==> src/rtl/scl_timing_gen.sv <==
module scl_timing_gen #(
  parameter int PRE_W  = 3,
  parameter int GAP_W  = 6,
  parameter int COMP_W = 5,
  localparam int CFG_W = PRE_W + GAP_W,
  localparam int CNT_W = GAP_W + 4
) (
  input  logic              clk,
  input  logic              rst_n,
  input  logic              run,
  input  logic [CFG_W-1:0]  clk_cfg,
  input  logic [COMP_W-1:0] comp,
  input  logic              scl_sense,
  output logic              scl_pull,
  output logic              fall_tick,
  output logic              rise_tick,
  output logic              phase_low,
  output logic              phase_high,
  output logic              idle
);

  typedef enum logic [1:0] {S_IDLE, S_LOW, S_HIGH} st_t;

  st_t               state;
  logic [PRE_W-1:0]  act_pre, pcnt;
  logic [GAP_W-1:0]  act_gap;
  logic [COMP_W-1:0] act_comp;
  logic [CNT_W-1:0]  cnt, hi_len, lo_len;
  logic              hold, ce;

  assign hi_len = CNT_W'(10) + (CNT_W'(act_gap) << 2);
  assign lo_len = hi_len + CNT_W'(act_comp);
  assign hold   = (state == S_HIGH) && !scl_sense;
  assign ce     = (pcnt == act_pre) && !hold;

  assign scl_pull   = (state == S_LOW);
  assign phase_low  = (state == S_LOW);
  assign phase_high = (state == S_HIGH) && scl_sense;
  assign idle       = (state == S_IDLE);

  always_ff @(posedge clk) begin
    if (!rst_n) begin
      state     <= S_IDLE;
      act_pre   <= '0;
      act_gap   <= '0;
      act_comp  <= '0;
      pcnt      <= '0;
      cnt       <= '0;
      fall_tick <= 1'b0;
      rise_tick <= 1'b0;
    end else begin
      fall_tick <= 1'b0;
      rise_tick <= 1'b0;
      if (state == S_IDLE || hold || ce) pcnt <= '0;
      else                                pcnt <= pcnt + 1'b1;
      case (state)
        S_IDLE: begin
          act_pre  <= clk_cfg[PRE_W-1:0];
          act_gap  <= clk_cfg[CFG_W-1:PRE_W];
          act_comp <= comp;
          cnt      <= '0;
          if (run) begin
            state     <= S_LOW;
            fall_tick <= 1'b1;
          end
        end
        S_LOW: if (ce) begin
          if (cnt == lo_len - 1'b1) begin
            cnt       <= '0;
            state     <= S_HIGH;
            rise_tick <= 1'b1;
          end else cnt <= cnt + 1'b1;
        end
        S_HIGH: if (ce) begin
          if (cnt == hi_len - 1'b1) begin
            cnt <= '0;
            if (run) begin
              state     <= S_LOW;
              fall_tick <= 1'b1;
            end else state <= S_IDLE;
          end else cnt <= cnt + 1'b1;
        end
        default: state <= S_IDLE;
      endcase
    end
  end

  a_r1_prescale_range: assert property (@(posedge clk) disable iff (!rst_n)
    (state != S_IDLE) |-> (pcnt <= act_pre));

  a_r3_rise_after_low: assert property (@(posedge clk) disable iff (!rst_n)
    rise_tick |-> (!scl_pull && $past(state == S_LOW)));

  a_r5_stretch_freeze: assert property (@(posedge clk) disable iff (!rst_n)
    hold |=> ($stable(cnt) && state == S_HIGH));

  a_r6_cfg_frozen: assert property (@(posedge clk) disable iff (!rst_n)
    (state != S_IDLE) |=> ($stable(act_pre) && $stable(act_gap) && $stable(act_comp)));

  a_r7_fall_needs_run: assert property (@(posedge clk) disable iff (!rst_n)
    fall_tick |-> $past(run));

  a_r9_phase_excl: assert property (@(posedge clk) disable iff (!rst_n)
    !(phase_low && phase_high));

endmodule

==> config.mk <==
export PLATFORM = sky130hd
export DESIGN_NAME = scl_timing_gen
export DESIGN_NICKNAME = d
export VERILOG_FILES = /design/src/rtl/scl_timing_gen.sv
export SDC_FILE = /design/constraint.sdc
export NUM_CORES = 1
export LEC_CHECK = 0
export BUFFER_PORTS_ARGS = -buffer_cell sky130_fd_sc_hd__buf_2
export CAP_MARGIN = 0
export CORE_MARGIN = 3
export CORE_UTILIZATION = 45
export CTS_BUF_LIST = sky130_fd_sc_hd__clkbuf_8
export DETAILED_ROUTE_END_ITERATION = 12
export GPL_ROUTABILITY_DRIVEN = 0
export GPL_TIMING_DRIVEN = 0
export HOLD_SLACK_MARGIN = 0.08
export PLACE_DENSITY = 0.61
export SLEW_MARGIN = 20
export SYNTH_ARGS = -nofsm -noshare
export SYNTH_HDL_FRONTEND = slang
export SYNTH_SLANG_ARGS = --single-unit
==> constraint.sdc <==
create_clock -name clk -period 2.7 [get_ports clk]
set_input_delay 0.405 -clock clk [delete_from_list [all_inputs] [get_ports clk]]
set_output_delay 0.405 -clock clk [all_outputs]
set_load 0.01 [all_outputs]
# == After elaboration in Yosys (flattened, before gate mapping) ==
# Index checks and enable logic that the tools add are counted.
# totals
reg_bits,31
wordCells,55
# op_classes
n_addsub,6
n_eq_ne,10
muxes,17
n_bitwise,1
n_reduce_logical,13
# ops
op,n
$mux W10,4
$pmux W10 S3,1
$eq A10 B10 Y1,2
$add A10 B1 Y10 const B,1
$add A9 B5 Y10,1
$mux W2,5
$sub A10 B1 Y10 const B,1
$sub A9 B1 Y10 const B,1
$add A4 B8 Y9 const A,1
$ne A2 B1 Y1 const B,3
$pmux W2 S3,1
$reduce_and A3 Y1,2
$mux W1,5
$reduce_and A5 Y1,1
$ne A2 B2 Y1 const B,2
$add A3 B1 Y3 const B,1
$eq A3 B3 Y1,1
$logic_and A1 B1 Y1,3
$reduce_bool A3 Y1,1
$eq A2 B1 Y1 const B,1
$eq A2 B2 Y1 const B,1
$logic_not A1 Y1,2
$logic_not A2 Y1,1
$logic_or A1 B1 Y1,2
other kinds (3),3

# == Logic depth before layout (Yosys ltp) ==
# depth
depth_word,7
depth_mapped,12
ltp_nobuf,10

# == Least setup slack after synthesis ==
# Ideal clock, no wire load.
# synth_timing
path_type,register -> register
from,register act_gap[2]
to,register cnt[3]
setup_time_ns,0.135
t_arrival_ns,2.097
t_required_ns,2.565
path_slack_ns,0.468
stages_incl_launch_ff,12
path_cell_list,dfxtp_1 > ha_1 > ha_1 > nand2_1 > o21ai_0 > o21a_1 > a2bb2oi_1 > o21ai_0 > nand3_2 > buf_6 > a41oi_2 > a31oi_1
# synth_between
elab_chain_len,7
elab_cells_between_ends,11
cone_classes,add/sub (4); eq/ne (2); mux (5)
# synth_lines
element,line,text
start: declaration,26,logic [GAP_W-1:0] act_gap;
start signal: assignment,59,act_gap <= clk_cfg[CFG_W-1:PRE_W];
$add A4 B8 Y9 (*),31,assign hi_len = CNT_W'(10) + (CNT_W'(act_gap) << 2);
$add A9 B5 Y10,32,assign lo_len = hi_len + CNT_W'(act_comp);
$sub A10 B1 Y10,68,if (cnt == lo_len - 1'b1) begin
$eq A10 B10 Y1,68,
$mux W10,68,
$mux W10,67,S_LOW: if (ce) begin
$pmux W10 S3 (*),56,case (state)
end signal: assignment,72,end else cnt <= cnt + 1'b1;
end signal: assignment,81,end else cnt <= cnt + 1'b1;
end: declaration,28,"logic [CNT_W-1:0] cnt, hi_len, lo_len;"
# Every way passes the cells marked *; elsewhere a longest branch is shown, timed or not. The select of a mux whose other input is x is not followed.
# A chain may end at the register's enable or synchronous reset.

# == Worst setup path in the final report ==
# layout_timing
from,register act_gap[2]
to,register cnt[8]
# Same word-level chain as after synthesis.

==> flow_summary.json <==
{
  "outcome": "complete, no violations",
  "fmax_mhz": 405,
  "arrival_ns": 2.68,
  "tightest_slew_ns": 0.715,
  "synth_common_cells": "31 x dfxtp_1, 28 x nor2_1, 18 x mux2i_1",
  "antenna_left": 0,
  "die-area_um2": 5540,
  "synth_top_family_by_area": "simple AND/OR/NAND/NOR gates",
  "use_met2_pct": 29.0,
  "path_class": "reg2reg",
  "hp-class": "in2reg",
  "floorplan.initialDensity_pct": 47.4,
  "routed_wirelength_um": 4680,
  "via_per_inst": 5.42,
  "top_usage_layer": "met2",
  "drv_cap": 0,
  "ios": 24,
  "period_share_pct": 91.4,
  "synth_flop_cell": "dfxtp_1",
  "leakagePower_nw": 1.06,
  "p_int_w": 0.00117,
  "yosys-top-cells-area": "dfxtp_1 29%, mux2i_1 8.5%, ha_1 7.1%",
  "layout.nets": 313,
  "synthArstFlopShare_pct": 0,
  "finalSetupTns_ns": 0,
  "period_minus_slack_ns": 2.47,
  "seqPwrFrac_pct": 31.1,
  "reg2reg_depth": 9,
  "syn_inst": 254,
  "dr_total_vias": 1820,
  "dp_hpwl_um": 3470,
  "drc": 0,
  "total_power_w": 0.00176,
  "synth-edff-count": 0,
  "pwr_density_cell_nw_per_um2": 721,
  "synth_nets": 284,
  "synth_area_per_cell_um2": 8.30,
  "worstHoldStart": "clk_cfg[7]",
  "fin_util_pct": 55.0,
  "grt_pass1_vias": 1649,
  "coreArea_um2": 4440,
  "wire_per_inst_um": 13.9,
  "die_h_um": 74.4,
  "grt_overflow_total": 0,
  "setup_viol": 0,
  "grtUsageMet3_pct": 3.65,
  "cts_tree": "done",
  "synth-compound-area-share_pct": 17.0,
  "holdPathStages": 3,
  "drt_pass1_iterations": 4,
  "synthSimpleGateAreaFrac_pct": 22.5,
  "ir_drop_mv": 0.435,
  "post_cts_buffers": 0,
  "worstReg2RegStart": "act_gap[2]",
  "synth_xor_area_share_pct": 9.08,
  "clock_tree.buffer_depth": 2,
  "synth_top_area_share_pct": 29.4,
  "fin_skew_ns": 0.00876,
  "clock-sinks": 31,
  "drt_iter0_markers": 77,
  "rr_endpoint": "cnt[8]",
  "grt_pass1_wl_um": 7780,
  "ys_types": 50,
  "finalMaxSlewViolations": 0,
  "slew-limit-headroom_pct": 52.3,
  "p_switching_w": 0.000591,
  "synth.cell_area_um2": 2110,
  "yosysSeqAreaShare_pct": 29.4,
  "cts_buffers": 5,
  "cts_max_level": 2,
  "synth_mux_area_share_pct": 8.55,
  "r2r_slack_ns": 0.23,
  "cts_hold_buffers": 0,
  "antenna_found_initial": 0,
  "required_ns": 2.91,
  "area_growth_pct": 15.8,
  "min_to": "act_gap[4]",
  "power_frac_clock_pct": 31.3,
  "crit_fanout": 8,
  "root_buffer": "clkbuf_8",
  "diodes": 0,
  "grt_max_degree": 12,
  "fillers": 430,
  "combPwrFrac_pct": 37.6,
  "clk_latency_ns": 0.29,
  "die_w_um": 74.4,
  "cts.repair.resized": 0,
  "startpoint_type": "flip-flop",
  "end_kind": "flip-flop",
  "hold_violations": 0,
  "place.port_buffers": 23,
  "grt_use_total_pct": 18.1,
  "layout-drive-gt1-share_pct": 16.5,
  "synth_seq_cells": 31,
  "yosys_warnings": 0,
  "synth_largest_area_cell": "dfxtp_1",
  "rows": 24,
  "yosysMostFrequentCell": "dfxtp_1",
  "p_sw_share_pct": 33.6,
  "grt_util_met1_pct": 24.7,
  "synth_fa_ha_area_share_pct": 7.12,
  "rsz0062_at_grt": "false",
  "clk_pin_slew_worst_paths_ns": 0.07
}
## layout by cell type, fill, tap and decap left out, drive strengths merged, types with 2 or more instances in the layout
| cell | count |
|---|---|
| nand4 | 3 |
| and2 | 3 |
| a31oi | 10 |
| ha | 12 |
| nor3 | 4 |
| a211o | 2 |
| a32oi | 2 |
| or2b | 3 |
| buf | 30 |
| inv | 11 |
| dfxtp | 31 |
| xor2 | 6 |
| or2 | 2 |
| and3 | 3 |
| a21oi | 12 |
| nand3 | 14 |
| clkbuf | 15 |
| o21ai | 5 |
| o2bb2ai | 2 |
| nand2 | 16 |
| a211oi | 2 |
| mux2i | 18 |
| xnor2 | 15 |
| bufinv | 2 |
| nor2 | 28 |
| a21boi | 5 |
| nor2b | 10 |
## registers in the layout, indices dropped and copies added, names as in the netlist
signal and count:
act_pre 3, act_comp 5, act_gap 6, rise_tick 1
state 2, fall_tick 1, pcnt 3, cnt 10
## critical path, cell delays in order, from the launching register on
cell	delay, ns
dfxtp_2	0.41
ha_1	0.29
ha_1	0.36
a21boi_1	0.24
nor2_1	0.07
o2bb2ai_1	0.22
nand2_1	0.16
a311oi_4	0.39
nand3_1	0.12
a31oi_1	0.14
## stage by stage
| stage | instance area (um2) | cells | setup WS [ns] | hold WS [ns] |
|---|---|---|---|---|
| 2_1_floorplan | 2110 | 254 | 0.468 | 0.428 |
| 3_3_place_gp | 2290 | 329 | 0.0591 | 0.442 |
| 3_5_place_dp | 2290 | 329 | 0.0235 | 0.479 |
| 4_1_cts | 2420 | 337 | 0.0138 | 0.353 |
| 5_1_grt | 2440 | 336 | 0.0330 | 0.373 |
| 6_report | 2440 | 336 | 0.231 | 0.357 |
## how the worst max path moves through the flow
stage | end | from | depth (start not counted) | slack (ns)
after CTS | cnt[3] | act_gap[2] | 11 | 0.01
after floorplan | cnt[3] | act_gap[2] | 11 | 0.47
after global placement | cnt[3] | act_gap[2] | 11 | 0.06
final | cnt[8] | act_gap[2] | 9 | 0.23
after detailed placement | cnt[3] | act_gap[2] | 11 | 0.02
after global routing | cnt[3] | act_gap[1] | 12 | 0.03
## layout make-up
| cell class | instances | area [um2] | share of cell area, % |
|---|---|---|---|
| clock inverter | 3 | 67.6 | 2.77 |
| tap | 52 | 65.1 | 2.66 |
| timing repair buffer | 23 | 115 | 4.71 |
| sequential | 31 | 622 | 25.5 |
| buffer | 17 | 88.8 | 3.64 |
| clock buffer | 5 | 68.8 | 2.82 |
| inverter | 11 | 41.3 | 1.69 |
| multi-input combinational | 194 | 1370 | 56.3 |
## power groups by stage
stage	logic (W)	clock network (W)	registers (W)
after floorplan	0.000512	0	0.000547
after global placement	0.000633	0	0.000556
after detailed placement	0.000637	0	0.000559
after CTS	0.000648	0.000564	0.000548
after global routing	0.000740	0.000575	0.000554
final	0.000662	0.000551	0.000548
## routing by layer
metal  routed length (um)  vias up
li1                     -      955
met1                 2320      841
met2                 2200       19
met3                  110        5
met4                   57        0
met5                    0        -
## cell families after synthesis
| kind of cell | after synthesis |
|---|---|
| mux | 18 |
| simple gates | 93 |
| fa+ha+maj | 12 |
| buf+inv | 29 |
| xor+xnor | 21 |
| compound gates | 50 |
| flops | 31 |
No activity file was read; power rests on OpenSTA's default activity.
